===== config.mk =====
export PLATFORM = sky130hd
export DESIGN_NAME = prom_sig_finder
export DESIGN_NICKNAME = d
export VERILOG_FILES = /design/src/rtl/psf_pkg.sv /design/src/rtl/psf_matcher.sv /design/src/rtl/psf_window.sv /design/src/rtl/prom_sig_finder.sv
export SDC_FILE = /design/constraint.sdc
export NUM_CORES = 1
export LEC_CHECK = 0
export ABC_AREA = 1
export BUFFER_PORTS_ARGS = -buffer_cell sky130_fd_sc_hd__buf_2
export CORE_UTILIZATION = 55
export CTS_CLUSTER_SIZE = 8
export DETAILED_ROUTE_END_ITERATION = 7
export PLACE_DENSITY = 0.78
export RECOVER_POWER = 100
export SLEW_MARGIN = 20
export SYNTH_ARGS = -nofsm -noshare
export SYNTH_HDL_FRONTEND = slang
export SYNTH_SLANG_ARGS = --single-unit

===== constraint.sdc =====
create_clock -name clk -period 4.18 [get_ports clk]
set_input_delay 0.836 -clock clk [delete_from_list [all_inputs] [get_ports clk]]
set_output_delay 0.836 -clock clk [all_outputs]
set_load 0.05 [all_outputs]

===== src/rtl/psf_pkg.sv =====
package psf_pkg;
  localparam int SIG_LEN = 8;
  localparam int IDX_W   = $clog2(SIG_LEN + 1);

  typedef enum logic [1:0] {
    ST_IDLE,
    ST_FLUSH,
    ST_ARM,
    ST_SCAN
  } psf_state_e;

  // Marker byte at a given position: the four-byte cell repeats twice.
  function automatic logic [7:0] sig_byte(input logic [IDX_W-1:0] pos);
    logic [7:0] b;
    case (pos[1:0])
      2'd0:    b = 8'hFF;
      2'd1:    b = 8'h00;
      2'd2:    b = 8'h55;
      default: b = 8'hAA;
    endcase
    return b;
  endfunction

  // Match position after one byte, with the restart rule on mismatch.
  function automatic logic [IDX_W-1:0] next_idx(input logic [IDX_W-1:0] cur,
                                                 input logic [7:0]       b);
    logic [IDX_W-1:0] n;
    if (b == sig_byte(cur))
      n = cur + 1'b1;
    else if (b == sig_byte('0))
      n = IDX_W'(1);
    else
      n = '0;
    return n;
  endfunction
endpackage


===== src/rtl/psf_matcher.sv =====
module psf_matcher
  import psf_pkg::*;
(
  input  logic             clk,
  input  logic             rst_n,
  input  logic             clr,
  input  logic             step,
  input  logic [7:0]       byte_i,
  output logic [IDX_W-1:0] idx,
  output logic             hit
);
  logic [IDX_W-1:0] idx_nx;

  assign idx_nx = next_idx(idx, byte_i);
  assign hit    = step && (idx_nx == IDX_W'(SIG_LEN));

  always_ff @(posedge clk) begin
    if (!rst_n || clr)
      idx <= '0;
    else if (step)
      idx <= idx_nx;
  end
endmodule


===== src/rtl/psf_window.sv =====
module psf_window #(
  parameter int WIN = 39,
  localparam int CW = $clog2(WIN + 1)
) (
  input  logic          clk,
  input  logic          rst_n,
  input  logic          clr,
  input  logic          step,
  output logic [CW-1:0] cnt,
  output logic          last
);
  assign last = step && (cnt == CW'(WIN - 1));

  always_ff @(posedge clk) begin
    if (!rst_n || clr)
      cnt <= '0;
    else if (step)
      cnt <= cnt + 1'b1;
  end
endmodule


===== src/rtl/prom_sig_finder.sv =====
module prom_sig_finder
  import psf_pkg::*;
#(
  parameter int         PROBE_LEN = 32,
  parameter logic [7:0] ARM_BYTE  = 8'h08
) (
  input  logic       clk,
  input  logic       rst_n,
  input  logic       start_i,
  output logic       rd_req_o,
  input  logic       rd_valid_i,
  input  logic [7:0] rd_data_i,
  output logic       cnt_en_o,
  output logic       done_o,
  output logic       found_o
);
  localparam int WIN_LEN = PROBE_LEN + SIG_LEN - 1;
  localparam int CW      = $clog2(WIN_LEN + 1);

  psf_state_e state, state_nx;

  // Named events, shared with the checker.
  logic             busy;
  logic             acc;
  logic             start_acc;
  logic             scan_acc;
  logic             hit;
  logic             last;
  logic             finish;
  logic [IDX_W-1:0] idx;
  logic [CW-1:0]    win_cnt;

  assign busy      = (state != ST_IDLE);
  assign rd_req_o  = busy;
  assign acc       = rd_req_o && rd_valid_i;
  assign start_acc = start_i && !busy;
  assign scan_acc  = acc && (state == ST_SCAN);
  assign finish    = hit || last;

  psf_matcher u_match (
    .clk    (clk),
    .rst_n  (rst_n),
    .clr    (start_acc),
    .step   (scan_acc),
    .byte_i (rd_data_i),
    .idx    (idx),
    .hit    (hit)
  );

  psf_window #(.WIN(WIN_LEN)) u_win (
    .clk   (clk),
    .rst_n (rst_n),
    .clr   (start_acc),
    .step  (scan_acc),
    .cnt   (win_cnt),
    .last  (last)
  );

  always_comb begin
    state_nx = state;
    case (state)
      ST_IDLE:  if (start_acc) state_nx = ST_FLUSH;
      ST_FLUSH: if (acc)       state_nx = ST_ARM;
      ST_ARM:   if (acc)       state_nx = ST_SCAN;
      ST_SCAN:  if (scan_acc && finish) state_nx = ST_IDLE;
      default:  state_nx = ST_IDLE;
    endcase
  end

  always_ff @(posedge clk) begin
    if (!rst_n) begin
      state    <= ST_IDLE;
      done_o   <= 1'b0;
      found_o  <= 1'b0;
      cnt_en_o <= 1'b0;
    end else begin
      state  <= state_nx;
      done_o <= scan_acc && finish;
      if (start_acc)
        found_o <= 1'b0;
      else if (scan_acc && hit)
        found_o <= 1'b1;
      if (start_acc)
        cnt_en_o <= 1'b0;
      else if (acc && state == ST_ARM && rd_data_i == ARM_BYTE)
        cnt_en_o <= 1'b1;
    end
  end
endmodule


==> impl_results.md, run 1 <==
- Synth warnings: 0
- Unrepaired setup endpoints after global routing: false
- Final WL: 1687 µm
- LEAKAGE: 0.4544 nW
- Most used cell, CP: inv_1
- VDD IR max: 0.2664 mV
- Met2 wire length: 801 µm
- Clock Path Buffers: 2
- Cts hold-fix bufs: 0
- Total power draw: 0.3728 mW
- Worst hold path class: reg -> reg
- Sequential share of the synthesized area: 33.85%
- Slew HR: 59.58%
- Outcome: completed
- Initial antenna violation count: 0
- DR WL met3: 73 µm
- Clk_lat worst skew: 290 ps
- Vias after detailed routing: 834
- First-pass GRT wire length: 2987 µm
- Core ar.: 1506 µm²
- R2r setup slk: 2100 ps
- CTS clk-pin slew, worst paths: 70 ps
- Initial Util: 58.89%
- CP Buf/Inv Count: 3
- Worst Setup End Kind: output port
- Final hold slack: 471.7 ps
- Most common library cells after synthesis: 20 x inv_1, 20 x nand2_1, 20 x nor2_1, 15 x dfxtp_1, 10 x a21oi_1
- WL per Instance: 10.41 µm
- Final Hold Fails: 0
- Max Clock Freq: 419.4 MHz
- M1 wire length: 788 µm
- Share of cells above drive strength 1: 10.96%
- Multi-input gate area: 490.5 µm²
- Area delta synth->final: 11.14%
- Final worst slack: 1796 ps
- Crit-path leading delay family: buffers and inverters
- Critical Path AT: 1550 ps
- Post-synthesis cell count: 128
- Die Y: 42.16 µm
- Register Area: 300.3 µm²
- P per Cell Area: 378.1 nW/µm²
- Critical-path cell list: inv_1 > ha_1 > inv_1 > clkbuf_1
- Max-slew violations: 0
- Period Utilization, post-route: 57.04%
- Vias per std cell: 5.148
- Synth top area share: 33.85%
- TNS Setup: 0 ps
- Resize count post-CTS: 0
- Critical path's slowest cell: clkbuf_1
- CTS tree: done
- Yosys top cell by area: dfxtp_1
- Post-synth EDFFs: 0
- Clk_skew: 12.75 ps
- Antenna Nets Post-Route: 0
- Grt ovf: 0
- Fin crit period: 2384 ps
- Mapped cell area: 887.1 µm²
- Synth top area cells: dfxtp_1 34%, ha_1 9.9%, inv_1 8.5%, nand2_1 8.5%, nor2_1 8.5%
- Synth async-reset ratio: 0%
- Register bit total from synthesis: 15
- Root buf cell: clkbuf_4
- H-Tree Depth: 1
- I/O pin total: 16
- DRC violations left: 0
- IO Port Bufs: 15
- CTS Buf Count: 3
- Cell variety after synth: 23
- Synth Flop Type: dfxtp_1
- Gr usage total: 22.13%
- Nets: 166
- Setup Buffers After CTS: 0
- Clk sinks: 15
- Worst Max-Slew Pin Slew: 608.9 ps
- Die X-Extent: 42.16 µm
- Worst slack, placed: 1924 ps
- Row count: 14
- Max Cap Viol: 0
- DR top layer: met4
- CP Max Fanout: 5
- Final Setup Violations: 0
- Largest net degree at the start of global routing: 12
- Post-DP HPWL: 1368 µm
- Slowest stage delay, CP: 480 ps
- Gpl congestion: 0.8591
- Filler instances: 147
- Vias in the first global route: 777
- Antenna Cells: 0
- Syn avg cell area: 6.930 µm²
- Required time worst endpoint: 3340 ps
- DR iter-0 viols: 17
- DRT Pass-1 Iters: 4
- Die footprint: 1777 µm²
- Syn_nets: 147
- WS Path Type: reg -> out
- Startpoint class of the critical path: flop
==> cell usage in the layout, fill, tap and decap left out, drive strengths merged <==
master	n
o21ai	9
nand3	8
nand4	4
xor2	2
o32ai	1
dfxtp	15
nor2	21
nor3b	2
a21oi	10
ha	7
nand2	22
buf	11
nand3b	1
nor4	1
nor3	2
clkbuf	8
inv	21
a31oi	1
==> where the power goes <==
group          internal, mW  switching, mW  total (mW)
clock                0.0371         0.0430      0.0801
combinational        0.0430         0.0872       0.130
sequential            0.153        0.00981       0.162
==> per-stage QoR <==
stage / instance area [µm²] / std cells / utilization, %
after floorplan: 887.1 / 128 / -
after global placement: 977.2 / 158 / 64.87
after detailed placement: 977.2 / 158 / 64.87
after CTS: 1003 / 162 / 66.61
after global routing: 985.9 / 162 / 65.45
final: 985.9 / 162 / 65.45
==> worst min-delay path: cells and delay by family (launching register included) <==
family,cells,cell delay [ps]
AO/OA/AOI/OAI,1,50
buffers and inverters,1,60
flip-flops,1,310
==> per-layer routing <==
layer | track usage, % | up-vias
met5 | 0 | -
met2 | 36.62 | 17
met1 | 26.02 | 362
li1 | - | 450
met4 | 8.125 | 0
met3 | 8.190 | 5
==> state kept, by name (all words and copies together) (netlist names) <==
signal,count
u_win.cnt,6
u_match.idx,4
state,2
cnt_en_o,1
done_o,1
found_o,1
==> worst paths after layout <==
| path | startpoint | cells past startpoint | endpoint |
|---|---|---|---|
| worst max-delay path | state[0]$_SDFFE_PN0P_ | 4 | rd_req_o |
| worst min-delay path | u_win.cnt[5]$_SDFFE_PP0P_ | 2 | u_win.cnt[5]$_SDFFE_PP0P_ |
| worst max register to register | state[0]$_SDFFE_PN0P_ | 12 | state[0]$_SDFFE_PN0P_ |
| worst min register to register | u_win.cnt[5]$_SDFFE_PP0P_ | 2 | u_win.cnt[5]$_SDFFE_PP0P_ |
==> cell type report <==
| cell class | instances | share of cell area, % |
|---|---|---|
| Sequential cell | 15 | 30.46 |
| Tap cell | 16 | 2.030 |
| Inverter | 21 | 7.995 |
| Multi-Input combinational cell | 91 | 49.75 |
| Clock buffer | 4 | 2.665 |
| Timing Repair Buffer | 15 | 7.107 |
==> cell families after synthesis <==
logic type / share of synthesized area [%]
xor gates and xnor gates: 1.975
and+or+nand+nor: 32.44
adders and majority gates: 9.873
DFF: 33.85
buffers and inverters: 9.449
AOI/OAI and AO/OA: 12.41
(Power assumes the default switching activity.)
==> run 2, diff against run 1 <==
--- a/config.mk
+++ b/config.mk
@@ -7,10 +7,10 @@
 export LEC_CHECK = 0
 export ABC_AREA = 1
 export BUFFER_PORTS_ARGS = -buffer_cell sky130_fd_sc_hd__buf_2
-export CORE_UTILIZATION = 55
+export CORE_UTILIZATION = 53
 export CTS_CLUSTER_SIZE = 8
 export DETAILED_ROUTE_END_ITERATION = 7
-export PLACE_DENSITY = 0.78
+export PLACE_DENSITY = 0.75
 export RECOVER_POWER = 100
 export SLEW_MARGIN = 20
 export SYNTH_ARGS = -nofsm -noshare
==> constraint.sdc (replaced) <==
create_clock -name clk -period 2.3 [get_ports clk]
set_input_delay 0.46 -clock clk [delete_from_list [all_inputs] [get_ports clk]]
set_output_delay 0.46 -clock clk [all_outputs]
set_load 0.05 [all_outputs]
==> run 2 against run 1 <==
Against the previous run:
- core utilization is 0.92 points lower
- sequential share of layout area down 0.27 points
- critical path depth increased by 7
- clock skew fell by 6.6 ps
- largest cell class unchanged
- largest power group unchanged
==> impl_results.md, run 2 (synthesis results as in run 1) <==
- Outcome: completed (unchanged)
- Max Clock Freq: 497.2 MHz
- VDD IR max: 0.4638 mV (was 0.2664 mV)
- Gpl congestion: 0.8782 (was 0.8591)
- Setup Buffers After CTS: 0 (unchanged)
- Row count: 14 (unchanged)
- Slew HR: 60.55% (was 59.58%)
- Finished Core Util: 64.53% (was 65.45%)
- Largest net degree at the start of global routing: 11 (was 12)
- I/O pin total: 16 (unchanged)
- Commonest non-fill, non-tap cell in the layout: nand2_1
- Worst slack, placed: 439.7 ps (was 1924 ps)
- Max reg flops: 6 (unchanged)
- Antenna Cells: 0 (unchanged)
- CTS tree: done (unchanged)
- Die X-Extent: 42.91 µm (was 42.16 µm)
- DR iter-0 viols: 10 (was 17)
- Nets: 167 (was 166)
- GRT met3 Usage: 6.383% (was 8.190%)
- CP Buf/Inv Count: 3 (unchanged)
- Final Hold Fails: 0 (unchanged)
- Initial antenna violation count: 0 (unchanged)
- Critical-path cell list: inv_1 > ha_1 > nor2_1 > nand2_1 > clkbuf_1 > inv_2 > nand2_1 > nand2_1 > nand3_1 > nand2_1 > nor2_1 (was inv_1 > ha_1 > inv_1 > clkbuf_1)
- Gr usage total: 21.18% (was 22.13%)
- Core ar.: 1541 µm² (was 1506 µm²)
- Die Y: 42.91 µm (was 42.16 µm)
- Worst Setup End Kind: flop (was output port)
- First-pass GRT wire length: 2946 µm (was 2987 µm)
- P per Cell Area: 678.7 nW/µm² (was 378.1 nW/µm²)
- Slowest stage delay, CP: 390 ps (was 480 ps)
- CP Max Fanout: 10 (was 5)
- H-Tree Depth: 1 (unchanged)
- Final worst slack: 288.6 ps (was 1796 ps)
- Max Cap Viol: 0 (unchanged)
- Required time worst endpoint: 2480 ps (was 3340 ps)
- GRT busiest layer: met2 (unchanged)
- Final WL: 1699 µm (was 1687 µm)
- Fin crit period: 2011 ps
- Cts hold-fix bufs: 0 (unchanged)
- Area delta synth->final: 12.13% (was 11.14%)
- DRC violations left: 0 (unchanged)
- Share of cells above drive strength 1: 12.24% (was 10.96%)
- Clk sinks: 15 (unchanged)
- Most frequent cells in the layout: 21 x nand2_1, 20 x inv_1, 20 x nor2_1, 15 x dfxtp_1, 11 x buf_2 (was 21 x inv_1, 21 x nand2_1, 20 x nor2_1, 15 x dfxtp_1, 11 x buf_2)
- Root buf cell: clkbuf_4 (unchanged)
- WL per Instance: 10.42 µm (was 10.41 µm)
- Vias after detailed routing: 838 (was 834)
- LEAKAGE: 0.4525 nW (was 0.4544 nW)
- Period Utilization, post-route: 87.45%
- Unrepaired setup endpoints after global routing: false (unchanged)
- M1 GR Usage: 27.25% (was 26.02%)
- Global Route met2 Usage: 34.24% (was 36.62%)
- Regs by FF count: u_win.cnt (6), u_match.idx (4), state (2) (unchanged)
- Most used cell, CP: nand2_1 (was inv_1)
- Critical Path AT: 2190 ps (was 1550 ps)
- Worst Max-Slew Pin Slew: 594.3 ps (was 608.9 ps)
- Worst hold path class: in -> reg (was reg -> reg)
- Vias in the first global route: 755 (was 777)
- TNS Setup: 0 ps (unchanged)
- Clock Path Buffers: 2 (unchanged)
- CTS clk-pin slew, worst paths: 80 ps (was 70 ps)
- Critical path's slowest cell: dfxtp_1 (was clkbuf_1)
- Die footprint: 1841 µm² (was 1777 µm²)
- Initial Util: 57.55% (was 58.89%)
- Most flop-heavy register: u_win.cnt (unchanged)
- Clk_lat worst skew: 280 ps (was 290 ps)
- DRT Pass-1 Iters: 4 (unchanged)
- Startpoint class of the critical path: flop (unchanged)
- WS Path Type: reg -> reg (was reg -> out)
- Vias per std cell: 5.141 (was 5.148)
- Antenna Nets Post-Route: 0 (unchanged)
- Max-slew violations: 0 (unchanged)
- Clk_skew: 6.113 ps (was 12.75 ps)
- IO Port Bufs: 15 (unchanged)
- CTS Buf Count: 3 (unchanged)
- Grt ovf: 0 (unchanged)
- Post-DP HPWL: 1364 µm (was 1368 µm)
- Crit-path leading delay family: simple AND/OR/NAND/NOR gates (was buffers and inverters)
- Final Setup Violations: 0 (unchanged)
- Resize count post-CTS: 0 (unchanged)
## run 2: cell types whose count changed in the layout (fill, tap and decap cells not counted)
cell	before	now
clkbuf_1	5	6
inv_1	21	20
inv_2	0	1
nor3b_1	2	1
nor3b_2	0	1
o21ai_0	9	8
o21ai_1	0	1
## run 2: where the power goes
| part | switching [mW] | total (mW) | internal (mW) |
|---|---|---|---|
| Clock | 0.0781 | 0.145 | 0.0673 |
| Sequential | 0.0179 | 0.295 | 0.277 |
| Combinational | 0.157 | 0.235 | 0.0776 |
## run 2: worst paths after layout
path,from,to,slack (ps),cells past startpoint
setup / recovery,state[0]$_SDFFE_PN0P_,state[0]$_SDFFE_PN0P_,290,11
hold / removal,rst_n,state[1]$_SDFFE_PN0P_,420,3
setup reg to reg,state[0]$_SDFFE_PN0P_,state[0]$_SDFFE_PN0P_,290,11
hold reg to reg,u_win.cnt[5]$_SDFFE_PP0P_,u_win.cnt[5]$_SDFFE_PP0P_,470,2
## run 2: worst register-to-register path: stages, from the launching register on
cell and delay [ps]:
dfxtp_1 390, inv_1 80, ha_1 250, nor2_1 180
nand2_1 150, clkbuf_1 270, inv_2 180, nand2_1 90
nand2_1 110, nand3_1 90, nand2_1 80, nor2_1 40
## run 2: area by class of cell
| type | count | area [µm²] |
|---|---|---|
| fill | 144 | 546.8 |
| multi-input combinational | 91 | 495.5 |
| sequential | 15 | 300.3 |
| inverter | 21 | 78.83 |
| timing repair buffer | 16 | 73.82 |
| clock buffer | 4 | 26.28 |
| tap | 16 | 20.02 |
## run 2: layer usage
layer | vias to the layer above | wire [µm]
met1 | 371 | 832
li1 | 455 | -
met5 | - | 0
met2 | 10 | 808
met3 | 2 | 45
met4 | 0 | 13
## run 2: through the flow
| step | area (µm²) | hold WS (ps) | power (mW) | cells |
|---|---|---|---|---|
| global placement | 984.7 | 451.8 | 0.5350 | 159 |
| floorplan | 887.1 | 439.1 | 0.4850 | 128 |
| detailed placement | 984.7 | 460.4 | 0.5419 | 159 |
| global route | 994.7 | 403.9 | 0.7286 | 163 |
| CTS | 1011 | 409.8 | 0.6872 | 163 |
| finish | 994.7 | 415.8 | 0.6752 | 163 |
==> run 3, diff against run 2 <==
--- a/config.mk
+++ b/config.mk
@@ -7,10 +7,11 @@
 export LEC_CHECK = 0
 export ABC_AREA = 1
 export BUFFER_PORTS_ARGS = -buffer_cell sky130_fd_sc_hd__buf_2
-export CORE_UTILIZATION = 53
+export CORE_UTILIZATION = 55
+export CTS_BUF_LIST = sky130_fd_sc_hd__clkbuf_8
 export CTS_CLUSTER_SIZE = 8
 export DETAILED_ROUTE_END_ITERATION = 7
-export PLACE_DENSITY = 0.75
+export PLACE_DENSITY = 0.78
 export RECOVER_POWER = 100
 export SLEW_MARGIN = 20
 export SYNTH_ARGS = -nofsm -noshare
==> run 3 against run 2 <==
Against the previous run:
- register-to-register slack better by 40 ps
- non-clock buffer count stayed put
- largest power group unchanged
- core utilization is 2.7 points higher
- maximum frequency is 1.1% higher
- clock skew is 4.6 ps lower
- largest cell class unchanged
==> impl_results.md, run 3 (synthesis results as in run 1) <==
- DRC violations left: 0 (unchanged)
- Cts hold-fix bufs: 0 (unchanged)
- Gpl congestion: 0.8150 (was 0.8782)
- Clk_skew: 1.533 ps (was 6.113 ps)
- Initial Util: 58.89% (was 57.55%)
- Regs by FF count: u_win.cnt (6), u_match.idx (4), state (2) (unchanged)
- Unrepaired setup endpoints after global routing: false (unchanged)
- Max-slew violations: 0 (unchanged)
- Antenna Cells: 0 (unchanged)
- Final WL: 1732 µm (was 1699 µm)
- H-Tree Depth: 1 (unchanged)
- Antenna Nets Post-Route: 0 (unchanged)
- Max reg flops: 6 (unchanged)
- Worst Setup End Kind: output port (was flop)
- Outcome: completed (unchanged)
- Startpoint class of the critical path: flop (unchanged)
- Die footprint: 1777 µm² (was 1841 µm²)
- Most frequent cells in the layout: 21 x inv_1, 21 x nand2_1, 20 x nor2_1, 15 x dfxtp_1, 11 x buf_2 (was 21 x nand2_1, 20 x inv_1, 20 x nor2_1, 15 x dfxtp_1, 11 x buf_2)
- CTS clk-pin slew, worst paths: 50 ps (was 80 ps)
- Largest net degree at the start of global routing: 11 (unchanged)
- DR iter-0 viols: 26 (was 10)
- LEAKAGE: 0.4644 nW (was 0.4525 nW)
- Required time worst endpoint: 1840 ps (was 2480 ps)
- Min-Delay Startpoint: rst_n (unchanged)
- Clk pwr share: 27.3% (was 21.5%)
- P per Cell Area: 723.3 nW/µm² (was 678.7 nW/µm²)
- Clk_lat worst skew: 240 ps (was 280 ps)
- Final worst slack: 309.9 ps (was 288.6 ps)
- Max Cap Viol: 0 (unchanged)
- Total power draw: 0.7331 mW (was 0.6752 mW)
- Clock Path Buffers: 2 (unchanged)
- CTS Buf Count: 3 (unchanged)
- Max Clock Freq: 502.5 MHz (was 497.2 MHz)
- Post-DP HPWL: 1405 µm (was 1364 µm)
- Initial antenna violation count: 0 (unchanged)
- Sw Pwr: 0.2601 mW (was 0.2530 mW)
- Worst reg2reg path depth: 9 (was 11)
- M1 GR Usage: 26.02% (was 27.25%)
- Period Utilization, post-route: 86.53% (was 87.45%)
- Switching share of power: 35.48% (was 37.47%)
- Final Setup Violations: 0 (unchanged)
- Hold path cells: 3 (unchanged)
- Comb pwr share: 32.2% (was 34.7%)
- WL per Instance: 10.63 µm (was 10.42 µm)
- Global Route met2 Usage: 38.77% (was 34.24%)
- Int Pwr: 0.4730 mW (was 0.4222 mW)
- Slew HR: 58.77% (was 60.55%)
- GRT busiest layer: met2 (unchanged)
- Core ar.: 1506 µm² (was 1541 µm²)
- Row count: 14 (unchanged)
- Area delta synth->final: 14.25% (was 12.13%)
- WS Path Type: reg -> out (was reg -> reg)
- Critical Path AT: 1530 ps (was 2190 ps)
- CTS tree: done (unchanged)
- Setup Buffers After CTS: 0 (unchanged)
- Final Hold Fails: 0 (unchanged)
- Cell area after layout: 1013 µm² (was 994.7 µm²)
- Grt ovf: 0 (unchanged)
- Worst hold path class: in -> reg (unchanged)
- Resize count post-CTS: 0 (unchanged)
- Most flop-heavy register: u_win.cnt (unchanged)
- Root buf cell: clkbuf_8 (was clkbuf_4)
- Die Y: 42.16 µm (was 42.91 µm)
- Worst Max-Slew Pin Slew: 621.1 ps (was 594.3 ps)
- Worst slack, placed: 411.3 ps (was 439.7 ps)
- TNS Setup: 0 ps (unchanged)
- Critical R2R Launch: state[0]$_SDFFE_PN0P_ (unchanged)
- Nets: 167 (unchanged)
- Reg power frac: 40.5% (was 43.7%)
- Share of cells above drive strength 1: 12.24% (unchanged)
- WHS Endpoint: state[0]$_SDFFE_PN0P_ (was state[1]$_SDFFE_PN0P_)
- Fin crit period: 1990 ps (was 2011 ps)
- Worst R2R End: u_win.cnt[4]$_SDFFE_PP0P_ (was state[0]$_SDFFE_PN0P_)
- Vias after detailed routing: 865 (was 838)
- Area post-placement: 984.7 µm² (unchanged)
- DRT Pass-1 Iters: 4 (unchanged)
- CP Max Fanout: 5 (was 10)
- Die X-Extent: 42.16 µm (was 42.91 µm)
- GRT met3 Usage: 6.466% (was 6.383%)
- Clk sinks: 15 (unchanged)
- R2r setup slk: 330 ps (was 290 ps)
- VDD IR max: 0.4521 mV (was 0.4638 mV)
- I/O pin total: 16 (unchanged)
- IO Port Bufs: 15 (unchanged)
- Worst setup startpoint: state[0]$_SDFFE_PN0P_ (unchanged)
- First-pass GRT wire length: 3036 µm (was 2946 µm)
- Vias per std cell: 5.307 (was 5.141)
- Gr usage total: 21.77% (was 21.18%)
- Finished Core Util: 67.28% (was 64.53%)
- Vias in the first global route: 811 (was 755)
## run 3: cell count changes in the layout (fill, tap and decap cells not counted)
| cell | change |
|---|---|
| clkbuf_4 | -3 |
| clkbuf_1 | -1 |
| inv_1 | +1 |
| clkbuf_8 | +3 |
## run 3: worst max path at each step
stage | endpoint
after floorplan | state[0]$_SDFFE_PN0P_
after global placement | state[1]$_SDFFE_PN0P_
after detailed placement | state[0]$_SDFFE_PN0P_
after CTS | state[0]$_SDFFE_PN0P_
after global routing | state[0]$_SDFFE_PN0P_
final | rd_req_o
## run 3: power groups by stage
stage	Sequential, mW	Combinational, mW	Clock [mW]
floorplan	0.297	0.188	0
global placement	0.301	0.233	0
detailed placement	0.303	0.242	0
CTS	0.297	0.243	0.205
global route	0.300	0.275	0.215
finish	0.297	0.236	0.200
## run 3: area by class of cell
cell class                 count  area, µm²
clock inverter                 1      3.754
timing repair buffer          16      73.82
multi-input combinational     91      495.5
sequential                    15      300.3
inverter                      21      78.83
fill                         147      493.0
clock buffer                   3      41.29
tap                           16      20.02
## run 3: worst max-delay path, cell delays in order (launching register included)
cell and delay [ps]:
dfxtp_1 390, inv_1 80, ha_1 250, inv_1 80
clkbuf_1 480
## run 3: metal layers
metal	up-vias	wire, µm
li1	454	-
met1	394	747
met2	17	891
met3	0	93
met4	0	0
met5	-	0
## run 3: per-stage QoR
stage / std cells / hold slack, ps
2_1_floorplan: 128 / 439.1
3_3_place_gp: 159 / 447.0
3_5_place_dp: 159 / 463.0
4_1_cts: 163 / 452.3
5_1_grt: 163 / 460.3
6_report: 163 / 455.3
